--- src/rtl/bs_alu_pkg.sv ---
package bs_alu_pkg;
  typedef enum logic [2:0] {
    SEL_SHL    = 3'd0,
    SEL_SUM    = 3'd1,
    SEL_AND    = 3'd2,
    SEL_OR     = 3'd3,
    SEL_XOR    = 3'd4,
    SEL_PASS_A = 3'd5,
    SEL_PASS_B = 3'd6,
    SEL_SHR    = 3'd7
  } sel_e;

  localparam int CTRL_W     = 6;
  localparam int CTRL_INV_A = 3;
  localparam int CTRL_INV_B = 4;
  localparam int CTRL_ZERO_B = 5;
endpackage

--- src/rtl/bs_alu_prep.sv ---
module bs_alu_prep #(
  parameter int WIDTH = 8
) (
  input  logic [WIDTH-1:0] a_i,
  input  logic [WIDTH-1:0] b_i,
  input  logic             inv_a_i,
  input  logic             inv_b_i,
  input  logic             zero_b_i,
  output logic [WIDTH-1:0] a_o,
  output logic [WIDTH-1:0] b_o
);
  logic [WIDTH-1:0] b_gated;

  assign a_o     = a_i ^ {WIDTH{inv_a_i}};
  // zero first, then invert: zero+invert yields all ones
  assign b_gated = zero_b_i ? '0 : b_i;
  assign b_o     = b_gated ^ {WIDTH{inv_b_i}};
endmodule

--- src/rtl/bs_alu_cla.sv ---
module bs_alu_cla #(
  parameter int WIDTH = 8
) (
  input  logic [WIDTH-1:0] a_i,
  input  logic [WIDTH-1:0] b_i,
  input  logic             carry_i,
  output logic [WIDTH:0]   carry_o
);
  logic [WIDTH-1:0] gen;
  logic [WIDTH-1:0] prop;
  logic             acc;
  logic             run;

  assign gen  = a_i & b_i;
  assign prop = a_i | b_i;

  // flattened sum of products per carry, no ripple path
  always_comb begin
    carry_o[0] = carry_i;
    acc = 1'b0;
    run = 1'b0;
    for (int i = 0; i < WIDTH; i++) begin
      acc = gen[i];
      run = prop[i];
      for (int j = i - 1; j >= 0; j--) begin
        acc = acc | (run & gen[j]);
        run = run & prop[j];
      end
      acc = acc | (run & carry_i);
      carry_o[i+1] = acc;
    end
  end
endmodule

--- src/rtl/bs_alu_slice.sv ---
module bs_alu_slice
  import bs_alu_pkg::*;
(
  input  logic a_lo_i,
  input  logic a_i,
  input  logic a_hi_i,
  input  logic b_i,
  input  logic c_i,
  input  sel_e sel_i,
  output logic x_o
);
  always_comb begin
    unique case (sel_i)
      SEL_SHL:    x_o = a_lo_i;
      SEL_SUM:    x_o = a_i ^ b_i ^ c_i;
      SEL_AND:    x_o = a_i & b_i;
      SEL_OR:     x_o = a_i | b_i;
      SEL_XOR:    x_o = a_i ^ b_i;
      SEL_PASS_A: x_o = a_i;
      SEL_PASS_B: x_o = b_i;
      SEL_SHR:    x_o = a_hi_i;
      default:    x_o = 1'b0;
    endcase
  end
endmodule

--- src/rtl/bs_alu_flags.sv ---
module bs_alu_flags
  import bs_alu_pkg::*;
#(
  parameter int WIDTH = 8
) (
  input  sel_e             sel_i,
  input  logic [WIDTH-1:0] x_i,
  input  logic             cout_i,
  input  logic             cmsb_i,
  input  logic             a_msb_i,
  output logic             c_o,
  output logic             v_o,
  output logic             z_o,
  output logic             n_o
);
  always_comb begin
    c_o = 1'b0;
    v_o = 1'b0;
    if (sel_i == SEL_SUM) begin
      c_o = cout_i;
      v_o = cout_i ^ cmsb_i;
    end else if (sel_i == SEL_SHL) begin
      c_o = a_msb_i;
    end
  end

  assign z_o = ~|x_i;
  assign n_o = x_i[WIDTH-1];
endmodule

--- src/rtl/bs_alu.sv ---
module bs_alu
  import bs_alu_pkg::*;
#(
  parameter int WIDTH = 8
) (
  input  logic [WIDTH-1:0]  a_i,
  input  logic [WIDTH-1:0]  b_i,
  input  logic              carry_i,
  input  logic [CTRL_W-1:0] ctrl_i,
  output logic [WIDTH-1:0]  x_o,
  output logic              c_o,
  output logic              v_o,
  output logic              z_o,
  output logic              n_o
);
  localparam int MSB = WIDTH - 1;

  sel_e             sel;
  logic             asr;
  logic [WIDTH-1:0] a_op;
  logic [WIDTH-1:0] b_op;
  logic [WIDTH:0]   carry;

  assign sel = sel_e'(ctrl_i[2:0]);
  // invert-B is meaningless for a shift: reused as logical/arithmetic choice
  assign asr = ~ctrl_i[CTRL_INV_B];

  bs_alu_prep #(.WIDTH(WIDTH)) u_prep (
    .a_i      (a_i),
    .b_i      (b_i),
    .inv_a_i  (ctrl_i[CTRL_INV_A]),
    .inv_b_i  (ctrl_i[CTRL_INV_B]),
    .zero_b_i (ctrl_i[CTRL_ZERO_B]),
    .a_o      (a_op),
    .b_o      (b_op)
  );

  bs_alu_cla #(.WIDTH(WIDTH)) u_cla (
    .a_i     (a_op),
    .b_i     (b_op),
    .carry_i (carry_i),
    .carry_o (carry)
  );

  for (genvar i = 0; i < WIDTH; i++) begin : g_slice
    logic a_lo;
    logic a_hi;
    if (i == 0) begin : g_lsb
      assign a_lo = 1'b0;
    end else begin : g_lo
      assign a_lo = a_op[i-1];
    end
    if (i == MSB) begin : g_msb
      assign a_hi = asr & a_op[i];
    end else begin : g_hi
      assign a_hi = a_op[i+1];
    end

    bs_alu_slice u_slice (
      .a_lo_i (a_lo),
      .a_i    (a_op[i]),
      .a_hi_i (a_hi),
      .b_i    (b_op[i]),
      .c_i    (carry[i]),
      .sel_i  (sel),
      .x_o    (x_o[i])
    );
  end

  bs_alu_flags #(.WIDTH(WIDTH)) u_flags (
    .sel_i   (sel),
    .x_i     (x_o),
    .cout_i  (carry[WIDTH]),
    .cmsb_i  (carry[MSB]),
    .a_msb_i (a_op[MSB]),
    .c_o     (c_o),
    .v_o     (v_o),
    .z_o     (z_o),
    .n_o     (n_o)
  );
endmodule

--- config.mk ---
export PLATFORM = sky130hd
export DESIGN_NAME = bs_alu
export DESIGN_NICKNAME = d
export VERILOG_FILES = /design/src/rtl/bs_alu_pkg.sv /design/src/rtl/bs_alu_prep.sv /design/src/rtl/bs_alu_cla.sv /design/src/rtl/bs_alu_slice.sv /design/src/rtl/bs_alu_flags.sv /design/src/rtl/bs_alu.sv
export SDC_FILE = /design/constraint.sdc
export NUM_CORES = 1
export LEC_CHECK = 0
export BUFFER_PORTS_ARGS = -buffer_cell sky130_fd_sc_hd__buf_2
export CAP_MARGIN = 20
export CORE_MARGIN = 2
export CORE_UTILIZATION = 52
export DETAILED_ROUTE_END_ITERATION = 8
export GPL_ROUTABILITY_DRIVEN = 0
export PLACE_DENSITY_LB_ADDON = 0.12
export SLEW_MARGIN = 25
export SYNTH_ARGS = -nofsm -noshare
export SYNTH_HDL_FRONTEND = slang
export SYNTH_SLANG_ARGS = --single-unit
--- constraint.sdc ---
create_clock -name vclk -period 3
set_input_delay 0.6 -clock vclk [all_inputs]
set_output_delay 0.6 -clock vclk [all_outputs]
set_load 0.01 [all_outputs]
==> results of run 1 <==
-- cell families after synthesis --
family	share of synthesized area, %
AOI/OAI and AO/OA	28.9
xor gates and xnor gates	16.8
adders and majority gates	15.5
buffers and inverters	14.7
muxes	2.11
and+or+nand+nor	22.0
-- repair_timing --
action,CTS
pin swaps,12
gates resized for setup,59
endpoints found under the setup margin,11
buffers inserted,6
hold buffers,0
-- through the flow --
stage | hold slack (ns) | setup TNS [ns] | worst slack [ns] | instances
2_1_floorplan | 1.51 | -0.307 | -0.151 | 196
3_5_place_dp | 1.80 | -4.29 | -0.652 | 302
4_1_cts | 1.80 | -2.47 | -0.413 | 308
3_3_place_gp | 1.78 | -3.16 | -0.520 | 302
==> metrics.md, run 1 <==
| Metric | Value |
|---|---|
| Top cells by area, synth | `ha_1 14%, xnor2_1 7.4%, nor2_1 6.1%, xor2_1 5.5%, inv_1 5.0%` |
| Post-synth top cells | `23 x nor2_1, 19 x inv_1, 16 x ha_1, 14 x a21oi_1, 12 x xnor2_1` |
| Yosys warns | `0` |
| First Err | `[ERROR DPL-0038] Utilization greater than 100%, impossible to legalize` |
| Ports | `35` |
| Outcome | `aborted with a tool error` |
| Worst endpoint type | `primary output` |
| Part of the Yosys area used for sequential elements | `0%` |
| Synth unique cells | `51` |
| Post-Syn Instances | `196` |
| DP Area | `~2100 µm²` |
| Halt Stage | `global routing` |
| Die H | `~56 µm` |
| Syn Nets | `236` |
| DP HPWL | `between 3000 and 4000 µm` |
| Most numerous cell in the Yosys netlist | `nor2_1` |
| Pin count of the biggest net entering global routing | `17` |
| Buffers on Ports | `35` |
| Mean post-synth cell area | `roughly 7.3 µm²` |
| Die Span X | `56.3 µm` |
| Initial Utilization | `55.9%` |
| Synthesized area | `1420 µm²` |
| Share of the synthesized area in the top cell type | `14.1%` |
| Rows | `18` |
| Biggest area consumer among synthesized cells | `ha_1` |
| Worst endpoint from the post-global-route timing repair | `z_o` |
==> run 2, diff against run 1 <==
--- a/config.mk
+++ b/config.mk
@@ -7,11 +7,11 @@
 export LEC_CHECK = 0
 export BUFFER_PORTS_ARGS = -buffer_cell sky130_fd_sc_hd__buf_2
 export CAP_MARGIN = 20
-export CORE_MARGIN = 2
-export CORE_UTILIZATION = 52
+export CORE_AREA = 2 2 63 65
 export DETAILED_ROUTE_END_ITERATION = 8
+export DIE_AREA = 0 0 65 67
 export GPL_ROUTABILITY_DRIVEN = 0
-export PLACE_DENSITY_LB_ADDON = 0.12
+export PLACE_DENSITY_LB_ADDON = 0.15
 export SLEW_MARGIN = 25
 export SYNTH_ARGS = -nofsm -noshare
 export SYNTH_HDL_FRONTEND = slang
==> constraint.sdc (replaced) <==
create_clock -name vclk -period 3.9
set_input_delay 0.78 -clock vclk [all_inputs]
set_output_delay 0.78 -clock vclk [all_outputs]
set_load 0.01 [all_outputs]
==> run 2 against run 1 <==
  * The flow now finishes without violations
  * Synthesized area is the same
  * Synthesized cell count is the same
==> metrics.md, run 2 <==
| Metric | Value |
|---|---|
| DRC | `0` |
| Setup_tns | `0 ns` |
| Rows | `22 (was 18)` |
| Vias | `1537` |
| Number of inserted diodes | `0` |
| DP HPWL | `3350 µm (was 3960 µm)` |
| First-pass GRT wire length | `6790 µm` |
| DR iter-0 viols | `96` |
| Mean post-synth cell area | `7.26 µm² (unchanged)` |
| Most frequent cells in the layout | `33 x buf_2, 28 x buf_4, 23 x nor2_1, 17 x inv_1, 13 x ha_1` |
| Part of the Yosys area used for sequential elements | `0% (unchanged)` |
| Synthesized area | `1420 µm² (unchanged)` |
| VDD IR-drop max | `between 0.08 and 0.09 mV` |
| DRT Pass-1 Iters | `4` |
| Clock buffers | `0` |
| Biggest area consumer among synthesized cells | `ha_1 (unchanged)` |
| Initial Utilization | `39.5% (was 55.9%)` |
| Most common cell after layout, fill and taps aside | `buf_2` |
| Crit end category | `output pin` |
| Fin cells | `292` |
| Leak | `0.922 nW` |
| Final ANT Viol Nets | `0` |
| Post-synth top cells | `23 x nor2_1, 19 x inv_1, 16 x ha_1, 14 x a21oi_1, 12 x xnor2_1 (unchanged)` |
| Core ar. | `3610 µm²` |
| HP Class | `in -> out` |
| Buffers on Ports | `35 (unchanged)` |
| Slew HR | `roughly 47%` |
| Synth unique cells | `51 (unchanged)` |
| Max Cap Violations | `0` |
| Share of the synthesized area in the top cell type | `14.1% (unchanged)` |
| DP Cell Count | `291 (was 302)` |
| Worst Setup SP | `b_i[1]` |
| Worst EP arrival | `3.09 ns` |
| Pin count of the biggest net entering global routing | `24` |
| Ports | `35 (unchanged)` |
| Setup crit start kind | `primary input` |
| Via density | `around 5.3` |
| Post-Syn Instances | `196 (unchanged)` |
| Seq_cells | `0` |
| Layout cells sized above 1 | `a little over two fifths` |
| Most numerous cell in the Yosys netlist | `nor2_1 (unchanged)` |
| Critical Path Max Stage Delay | `0.46 ns` |
| Worst endpoint required time | `3.12 ns` |
| Post-CTS Hold Buffers | `0 (unchanged)` |
| Die H | `67 µm (was 56.3 µm)` |
| Initial antenna violation count | `0` |
| Vias in the first global route | `approximately 1400` |
| Final nets | `about 290` |
| Tightest Pin Transition | `0.798 ns` |
| RSZ-0062 raised after global routing | `yes` |
| Routed length per placed instance | `between 10 and 15 µm` |
| Final worst path period need | `around 3.9 ns` |
| Pwr Density | `193 nW/µm²` |
| Slew Viols, Final | `0` |
| Yosys warns | `0 (unchanged)` |
| Routed WL | `about 4200 µm` |
| CP max FO | `5` |
| Die Area | `4360 µm²` |
| Critical path cell sequence | `buf_2 -> nor2b_4 -> xnor2_2 -> ha_2 -> nor2b_4 -> buf_6 -> a211oi_4 -> nor4_2 -> o41a_1 -> a31o_4 -> nor4_2 -> buf_2` |
| CP endpoint | `z_o` |
| Top cells by area, synth | `ha_1 14%, xnor2_1 7.4%, nor2_1 6.1%, xor2_1 5.5%, inv_1 5.0% (unchanged)` |
| Tcrit/Tclk final | `99.2%` |
| Critical-path top delay cell | `o41a_1` |
| Outcome | `finished clean (was aborted with a tool error)` |
| Syn Nets | `236 (unchanged)` |
| Total congestion overflow | `0` |
| Setup Crit Path Kind | `in -> out` |
| Fmax | `approximately 260 MHz` |
| Hold Violations, Final | `0` |
| Total track usage | `19.6%` |
| FILL cells | `371` |
| Synth-to-Final Area Change | `40.3%` |
| Final setup viols | `0` |
| Die Span X | `65 µm (was 56.3 µm)` |
| Sequential standard cell area | `0 µm²` |
==> run 2: cell counts after synthesis <==
No cell type changed its count.
==> run 2: routing by layer <==
| metal | track usage, % | vias to the layer above | wire [µm] |
|---|---|---|---|
| met5 | 0 | - | 0 |
| met4 | 0 | 0 | 0 |
| met3 | 0.676 | 0 | 212 |
| met2 | 34.1 | 50 | 2080 |
| met1 | 28.3 | 703 | 1960 |
| li1 | - | 784 | - |
==> run 2: what timing repair did <==
item / 4_1_cts / 5_1_grt
gates cloned: 0 / 0
endpoints found under the setup margin: 1 / 6
gates resized for setup: 5 / 44
setup buffers: 0 / 1
pin swaps: 0 / 4
==> run 2: critical path, delay by kind of cell <==
family	cells	cell delay, ns
AOI/OAI and AO/OA	3	1.05
and+or+nand+nor	4	0.53
buffers and inverters	3	0.37
xor gates and xnor gates	1	0.15
adders and majority gates	1	0.20
==> run 2: through the flow <==
step                      util [%]  setup slack, ns  hold slack [ns]  area [µm²]  total power, W
after floorplan                  -            0.211             1.87        1420        0.000230
after global placement        48.2          -0.0842             2.07        1740        0.000327
after detailed placement      48.2          -0.0403             2.07        1740        0.000327
after CTS                     49.0           0.0130             2.08        1770        0.000336
after global routing          55.3          -0.0766             2.12        2000        0.000424
final                         55.3           0.0315             2.08        2000        0.000386
==> run 2: cell type report <==
class                           count  area [µm²]  area share (%)
Inverter                           19        71.3            3.57
Timing Repair Buffer               65         429            21.5
Tap cell                           48        60.1            3.01
Multi-Input combinational cell    160        1440            71.9
==> run 2: report_power, final <==
group	switching, W	internal, W	leakage [nW]
Sequential	0	0	0
Clock	0	0	0
Combinational	0.000195	0.000191	0.922
Total	0.000195	0.000191	0.922
==> run 2: worst min-delay path by stage <==
stage                      start  slack (ns)  cells past startpoint  endpoint
final                     a_i[7]        2.08                      5       c_o
after global routing      a_i[0]        2.12                      4    x_o[1]
after CTS                 a_i[7]        2.08                      5       c_o
after detailed placement  a_i[7]        2.07                      5       c_o
after global placement    a_i[7]        2.07                      5       c_o
after floorplan           a_i[7]        1.87                      3       c_o
==> run 2: logic make-up (layout without fill, tap and decap cells) <==
| kind of cell | count (synthesis) | count (layout) | synth area share (%) |
|---|---|---|---|
| xor+xnor | 23 | 23 | 16.8 |
| fa+ha+maj | 17 | 17 | 15.5 |
| mux | 3 | 3 | 2.11 |
| buf+inv | 36 | 84 | 14.7 |
| simple gates | 59 | 59 | 22.0 |
| compound gates | 58 | 58 | 28.9 |
No activity file was read; power rests on OpenSTA's default activity.
==> run 3, diff against run 2 <==
==> constraint.sdc (replaced) <==
create_clock -name vclk -period 3.1
set_input_delay 0.62 -clock vclk [all_inputs]
set_output_delay 0.62 -clock vclk [all_outputs]
set_load 0.01 [all_outputs]
==> run 3 against run 2 <==
  * The run now ends with negative setup slack left
  * Final cell count increased by 13%
  * Worst hold slack got worse by 0.31 ns
  * Combinational power increased by 62%
  * Flip-flop and latch count unchanged
  * Sequential share of layout area unchanged
  * Largest power group unchanged
==> metrics.md, run 3 (synthesis gave the netlist of run 2 again) <==
| Metric | Value |
|---|---|
| Outcome | `finished, violations left (was finished clean)` |
| Failing checks | `negative setup slack` |
| Leak | `1.14 nW (was 0.922 nW)` |
| Hold worst-path end | `x_o[0] (was c_o)` |
| Die Area | `4360 µm² (unchanged)` |
| Initial Utilization | `39.5% (unchanged)` |
| Setup Crit Path Kind | `in -> out (unchanged)` |
| Min-delay src | `ctrl_i[3] (was a_i[7])` |
| Crit end category | `output pin (unchanged)` |
| Critical Path Max Stage Delay | `0.37 ns (was 0.46 ns)` |
| Most common cell after layout, fill and taps aside | `buf_4 (was buf_2)` |
| Max Cap Violations | `0 (unchanged)` |
| Tightest Pin Transition | `0.356 ns (was 0.798 ns)` |
| Vias | `1725 (was 1537)` |
| Number of inserted diodes | `0 (unchanged)` |
| DP Cell Count | `324 (was 291)` |
| Seq_cells | `0 (unchanged)` |
| Most frequent cells in the layout | `67 x buf_4, 28 x buf_2, 21 x nor2_1, 18 x inv_1, 11 x a21oi_1 (was 33 x buf_2, 28 x buf_4, 23 x nor2_1, 17 x inv_1, 13 x ha_1)` |
| Rows | `22 (unchanged)` |
| First-pass GRT wire length | `7250 µm (was 6790 µm)` |
| VDD IR-drop max | `0.114 mV (was 0.0834 mV)` |
| Hold Violations, Final | `0 (unchanged)` |
| Crit path max-delay family | `compound AO/OA/AOI/OAI gates (unchanged)` |
| DRT Pass-1 Iters | `4 (unchanged)` |
| Final setup viols | `7 (was 0)` |
| Buffers on Ports | `35 (unchanged)` |
| Fin cells | `330 (was 292)` |
| Design Power | `0.000625 W (was 0.000386 W)` |
| Buf/Inv on CP | `3 (unchanged)` |
| Setup crit start kind | `primary input (unchanged)` |
| Fmax | `284 MHz` |
| Routed WL | `4590 µm (was 4250 µm)` |
| Vias in the first global route | `1637 (was 1405)` |
| Critical path cell sequence | `buf_12 -> nor2b_4 -> xnor2_4 -> ha_4 -> nand2b_4 -> a211oi_4 -> buf_4 -> nor4_4 -> o41a_1 -> a31o_2 -> nor4_4 -> buf_2 (was buf_2 -> nor2b_4 -> xnor2_2 -> ha_2 -> nor2b_4 -> buf_6 -> a211oi_4 -> nor4_2 -> o41a_1 -> a31o_4 -> nor4_2 -> buf_2)` |
| DR iter-0 viols | `76 (was 96)` |
| Pwr Density | `254 nW/µm² (was 193 nW/µm²)` |
| Tcrit/Tclk final | `114%` |
| Total track usage | `20.8% (was 19.6%)` |
| Min-Delay Path Depth | `4 (was 5)` |
| HP Class | `in -> out (unchanged)` |
| CP max FO | `6 (was 5)` |
| DP HPWL | `3670 µm (was 3350 µm)` |
| Slew HR | `76.2% (was 46.7%)` |
| Clock buffers | `0 (unchanged)` |
| Final ANT Viol Nets | `0 (unchanged)` |
| Die Span X | `65 µm (unchanged)` |
| Most used cell, CP | `nor4_4` |
| Worst endpoint required time | `2.48 ns (was 3.12 ns)` |
| Pin count of the biggest net entering global routing | `20 (was 24)` |
| DRC | `0 (unchanged)` |
| Die H | `67 µm (unchanged)` |
| RSZ-0062 raised after global routing | `yes (unchanged)` |
| Ports | `35 (unchanged)` |
| Via density | `5.23 (was 5.26)` |
| Final WS setup | `-0.422 ns (was 0.0315 ns)` |
| Synth-to-Final Area Change | `73.0% (was 40.3%)` |
| Routed length per placed instance | `13.9 µm (was 14.6 µm)` |
| Sequential standard cell area | `0 µm² (unchanged)` |
| Total congestion overflow | `0 (unchanged)` |
| Core ar. | `3610 µm² (unchanged)` |
| Layout cells sized above 1 | `55.3% (was 43.0%)` |
| Worst EP arrival | `2.90 ns (was 3.09 ns)` |
| Slew Viols, Final | `0 (unchanged)` |
| Initial antenna violation count | `0 (unchanged)` |
| Post-CTS Hold Buffers | `0 (unchanged)` |
| Final worst path period need | `between 3 and 4 ns` |
| Critical-path top delay cell | `o41a_1 (unchanged)` |
| Final nets | `324 (was 286)` |
## run 3: cell count changes in the layout (fill, tap and decap cells not counted), sizes merged
cell,previous run,this run
buf,65,103
## run 3: worst max path at each step
stage | from | slack [ns] | depth (start not counted) | endpoint
3_3_place_gp | ctrl_i[5] | -0.49 | 13 | z_o
3_5_place_dp | ctrl_i[5] | -0.52 | 13 | z_o
6_report | ctrl_i[5] | -0.42 | 12 | z_o
2_1_floorplan | ctrl_i[3] | -0.09 | 10 | z_o
4_1_cts | b_i[2] | -0.35 | 13 | z_o
5_1_grt | ctrl_i[5] | -0.52 | 12 | z_o
## run 3: cell type report
class              count  area (µm²)
inverters             19        71.3
repair buffers       103         742
multi-input cells    160        1590
well taps             48        60.1
fillers              305        1140
## run 3: through the flow
step	utilization [%]	hold slack (ns)	worst slack (ns)	cell area [µm²]	setup TNS (ns)
2_1_floorplan	-	1.55	-0.0908	1600	-0.139
3_3_place_gp	60.0	1.82	-0.486	2160	-2.53
3_5_place_dp	60.0	1.84	-0.522	2160	-2.89
4_1_cts	65.4	1.78	-0.348	2360	-1.54
5_1_grt	68.3	1.81	-0.517	2460	-2.96
6_report	68.3	1.77	-0.422	2460	-2.20
## run 3: what timing repair did
action / 4_1_cts / 5_1_grt
setup buffers: 3 / 6
pin swaps: 14 / 12
gates resized for setup: 40 / 12
setup endpoints to repair: 9 / 9
## run 3: layer usage
metal,up-vias,track usage [%],part of all wire [%]
met5,-,0,0
li1,853,-,-
met3,8,0.507,3.4
met4,0,3.72,2.0
met2,45,40.5,53
met1,819,25.5,41
## run 3: power breakdown
group	internal (W)	switching, W	leakage (nW)	total, W
clock	0	0	0	0
combinational	0.000335	0.000289	1.14	0.000625
sequential	0	0	0	0
==> run 4, diff against run 3 <==
--- a/config.mk
+++ b/config.mk
@@ -6,10 +6,12 @@
 export NUM_CORES = 1
 export LEC_CHECK = 0
 export BUFFER_PORTS_ARGS = -buffer_cell sky130_fd_sc_hd__buf_2
-export CAP_MARGIN = 20
-export CORE_AREA = 2 2 63 65
+export CAP_MARGIN = 40
+export CELL_PAD_IN_SITES_DETAIL_PLACEMENT = 0
+export CELL_PAD_IN_SITES_GLOBAL_PLACEMENT = 1
+export CORE_MARGIN = 2
+export CORE_UTILIZATION = 37
 export DETAILED_ROUTE_END_ITERATION = 8
-export DIE_AREA = 0 0 65 67
 export GPL_ROUTABILITY_DRIVEN = 0
 export PLACE_DENSITY_LB_ADDON = 0.15
 export SLEW_MARGIN = 25
==> run 4 against run 3 <==
  * The flow still finishes with violations (negative setup slack)
  * Fmax grew 0.70%
  * Design area is 6.9% higher
  * First-iteration DRC count up 37%
  * Count of clock-buffer cells in the layout is the same
  * Die area is essentially flat
  * Non-clock buffer count up 3
  * Combinational power rose by 12%
  * Via count grew 3.2%
  * Sequential share of layout area is the same
  * Global-route usage up 2.6 points
  * Final cell count increased by 0.91%
  * Power grew 12%
  * Largest power group unchanged
  * Highest routed layer unchanged
==> metrics.md, run 4 (synthesis gave the netlist of run 2 again) <==
| Metric | Value |
|---|---|
| Outcome | `finished, violations left (unchanged)` |
| Failing checks | `negative setup slack (unchanged)` |
| VDD IR-drop max | `0.130 mV (was 0.114 mV)` |
| DRT Pass-1 Iters | `4 (unchanged)` |
| Pre-CTS setup slack | `-0.631 ns (was -0.522 ns)` |
| Ports | `35 (unchanged)` |
| First-pass GRT wire length | `7920 µm (was 7250 µm)` |
| Most common cell after layout, fill and taps aside | `buf_4 (unchanged)` |
| Proportion of power drawn by flip-flops and latches | `0% (about the same)` |
| DR iter-0 viols | `104 (was 76)` |
| DP Area | `2120 µm² (was 2160 µm²)` |
| Initial Utilization | `38.6% (was 39.5%)` |
| DP Cell Count | `320 (was 324)` |
| Leak | `1.21 nW (was 1.14 nW)` |
| Crit path max-delay family | `compound AO/OA/AOI/OAI gates (unchanged)` |
| Final ANT Viol Nets | `0 (unchanged)` |
| Slew HR | `70.5% (was 76.2%)` |
| Routed length per placed instance | `15.8 µm (was 13.9 µm)` |
| Max Cap Violations | `0 (unchanged)` |
| Total track usage | `23.3% (was 20.8%)` |
| Synth-to-Final Area Change | `85.0% (was 73.0%)` |
| Rows | `22 (unchanged)` |
| Clock buffers | `0 (unchanged)` |
| Fin cells | `333 (was 330)` |
| Clock Power Share | `0% (about the same)` |
| Net Sw Frac | `45.7% (was 46.3%)` |
| Worst endpoint required time | `2.48 ns (about the same)` |
| Routed WL | `5250 µm (was 4590 µm)` |
| HP Class | `in -> out (unchanged)` |
| Internal Power | `0.000380 W (was 0.000335 W)` |
| Core ar. | `3690 µm² (was 3610 µm²)` |
| Vias in the first global route | `1686 (was 1637)` |
| Layout cells sized above 1 | `62.1% (was 55.3%)` |
| Setup crit start kind | `primary input (unchanged)` |
| Design area | `2630 µm² (was 2460 µm²)` |
| Final WS setup | `-0.397 ns (was -0.422 ns)` |
| Design Power | `0.000699 W (was 0.000625 W)` |
| Seq_cells | `0 (unchanged)` |
| Buf/Inv on CP | `3 (unchanged)` |
| Worst EP arrival | `2.88 ns (was 2.90 ns)` |
| Switching Power | `0.000319 W (was 0.000289 W)` |
| Tcrit/Tclk final | `113% (was 114%)` |
| DRC | `0 (unchanged)` |
| Die Area | `4360 µm² (about the same)` |
| Final Util | `71.3% (was 68.3%)` |
| FILL cells | `295 (was 305)` |
| Die H | `66.0 µm (was 67 µm)` |
| Via density | `5.35 (was 5.23)` |
| Pwr Density | `266 nW/µm² (was 254 nW/µm²)` |
| RSZ-0062 raised after global routing | `yes (unchanged)` |
| CP max FO | `6 (unchanged)` |
| Critical Path Max Stage Delay | `0.35 ns (was 0.37 ns)` |
| Hold Violations, Final | `0 (unchanged)` |
| Crit end category | `output pin (unchanged)` |
| Critical-path top delay cell | `o32a_2 (was o41a_1)` |
| Fmax | `286 MHz (was 284 MHz)` |
| DP HPWL | `3890 µm (was 3670 µm)` |
| Total congestion overflow | `0 (unchanged)` |
| Final nets | `327 (was 324)` |
| Initial antenna violation count | `0 (unchanged)` |
| Post-CTS Hold Buffers | `0 (unchanged)` |
| Slew Viols, Final | `0 (unchanged)` |
| Tightest Pin Transition | `0.441 ns (was 0.356 ns)` |
| Vias | `1780 (was 1725)` |
| Buffers on Ports | `35 (unchanged)` |
| Number of inserted diodes | `0 (unchanged)` |
| Pin count of the biggest net entering global routing | `18 (was 20)` |
| Critical path cell sequence | `buf_12 -> nor2b_4 -> xnor2_4 -> ha_2 -> nand2b_4 -> a211oi_4 -> buf_4 -> o21a_1 -> nor3_1 -> o32a_2 -> nand4bb_4 -> nor4_4 -> buf_2 (was buf_12 -> nor2b_4 -> xnor2_4 -> ha_4 -> nand2b_4 -> a211oi_4 -> buf_4 -> nor4_4 -> o41a_1 -> a31o_2 -> nor4_4 -> buf_2)` |
| Final setup viols | `10 (was 7)` |
| Most frequent cells in the layout | `63 x buf_4, 28 x buf_2, 20 x nor2_1, 16 x inv_1, 14 x buf_6 (was 67 x buf_4, 28 x buf_2, 21 x nor2_1, 18 x inv_1, 11 x a21oi_1)` |
| Combinational cell fraction of total power | `100.0% (about the same)` |
| Die Span X | `66.0 µm (was 65 µm)` |
| Sequential standard cell area | `0 µm² (unchanged)` |
| Final worst path period need | `3.50 ns (was 3.52 ns)` |
| Setup Crit Path Kind | `in -> out (unchanged)` |
[run 4: cell count changes in the layout (fill, tap and decap cells not counted), sizes merged]
cell  delta
buf      +3
[run 4: power by group through the flow]
stage	sequential, W	clock, W	combinational (W)
2_1_floorplan	0	0	0.000332
3_3_place_gp	0	0	0.000505
3_5_place_dp	0	0	0.000517
4_1_cts	0	0	0.000603
5_1_grt	0	0	0.000745
6_report	0	0	0.000699
[run 4: final timing paths]
| path | from | endpoint | slack [ns] | cells past startpoint |
|---|---|---|---|---|
| max | ctrl_i[5] | z_o | -0.40 | 13 |
| min | a_i[7] | c_o | 1.92 | 7 |
[run 4: repair_timing]
action | 4_1_cts | 5_1_grt
buffers inserted | 9 | 5
pin swaps | 19 | 10
endpoints found under the setup margin | 11 | 12
resized for setup | 45 | 36
[run 4: final cells by class]
class	count	area (µm²)	area share, %
Inverter	19	71.3	2.71
Timing Repair Buffer	106	791	30.1
Multi-Input combinational cell	160	1710	65.0
Tap cell	48	60.1	2.28
[run 4: metrics by stage]
step / setup TNS, ns / hold WS (ns)
CTS: -1.55 / 1.91
global placement: -2.91 / 1.91
floorplan: -0.139 / 1.55
finish: -2.17 / 1.92
global route: -3.05 / 1.96
detailed placement: -3.34 / 1.90
[run 4: routing by layer]
| layer | routed length [µm] | vias up | GRT usage [%] |
|---|---|---|---|
| met5 | 0 | - | 0 |
| met4 | 61 | 0 | 2.30 |
| met3 | 267 | 6 | 1.36 |
| met2 | 2780 | 64 | 44.9 |
| met1 | 2140 | 856 | 29.2 |
| li1 | - | 854 | - |
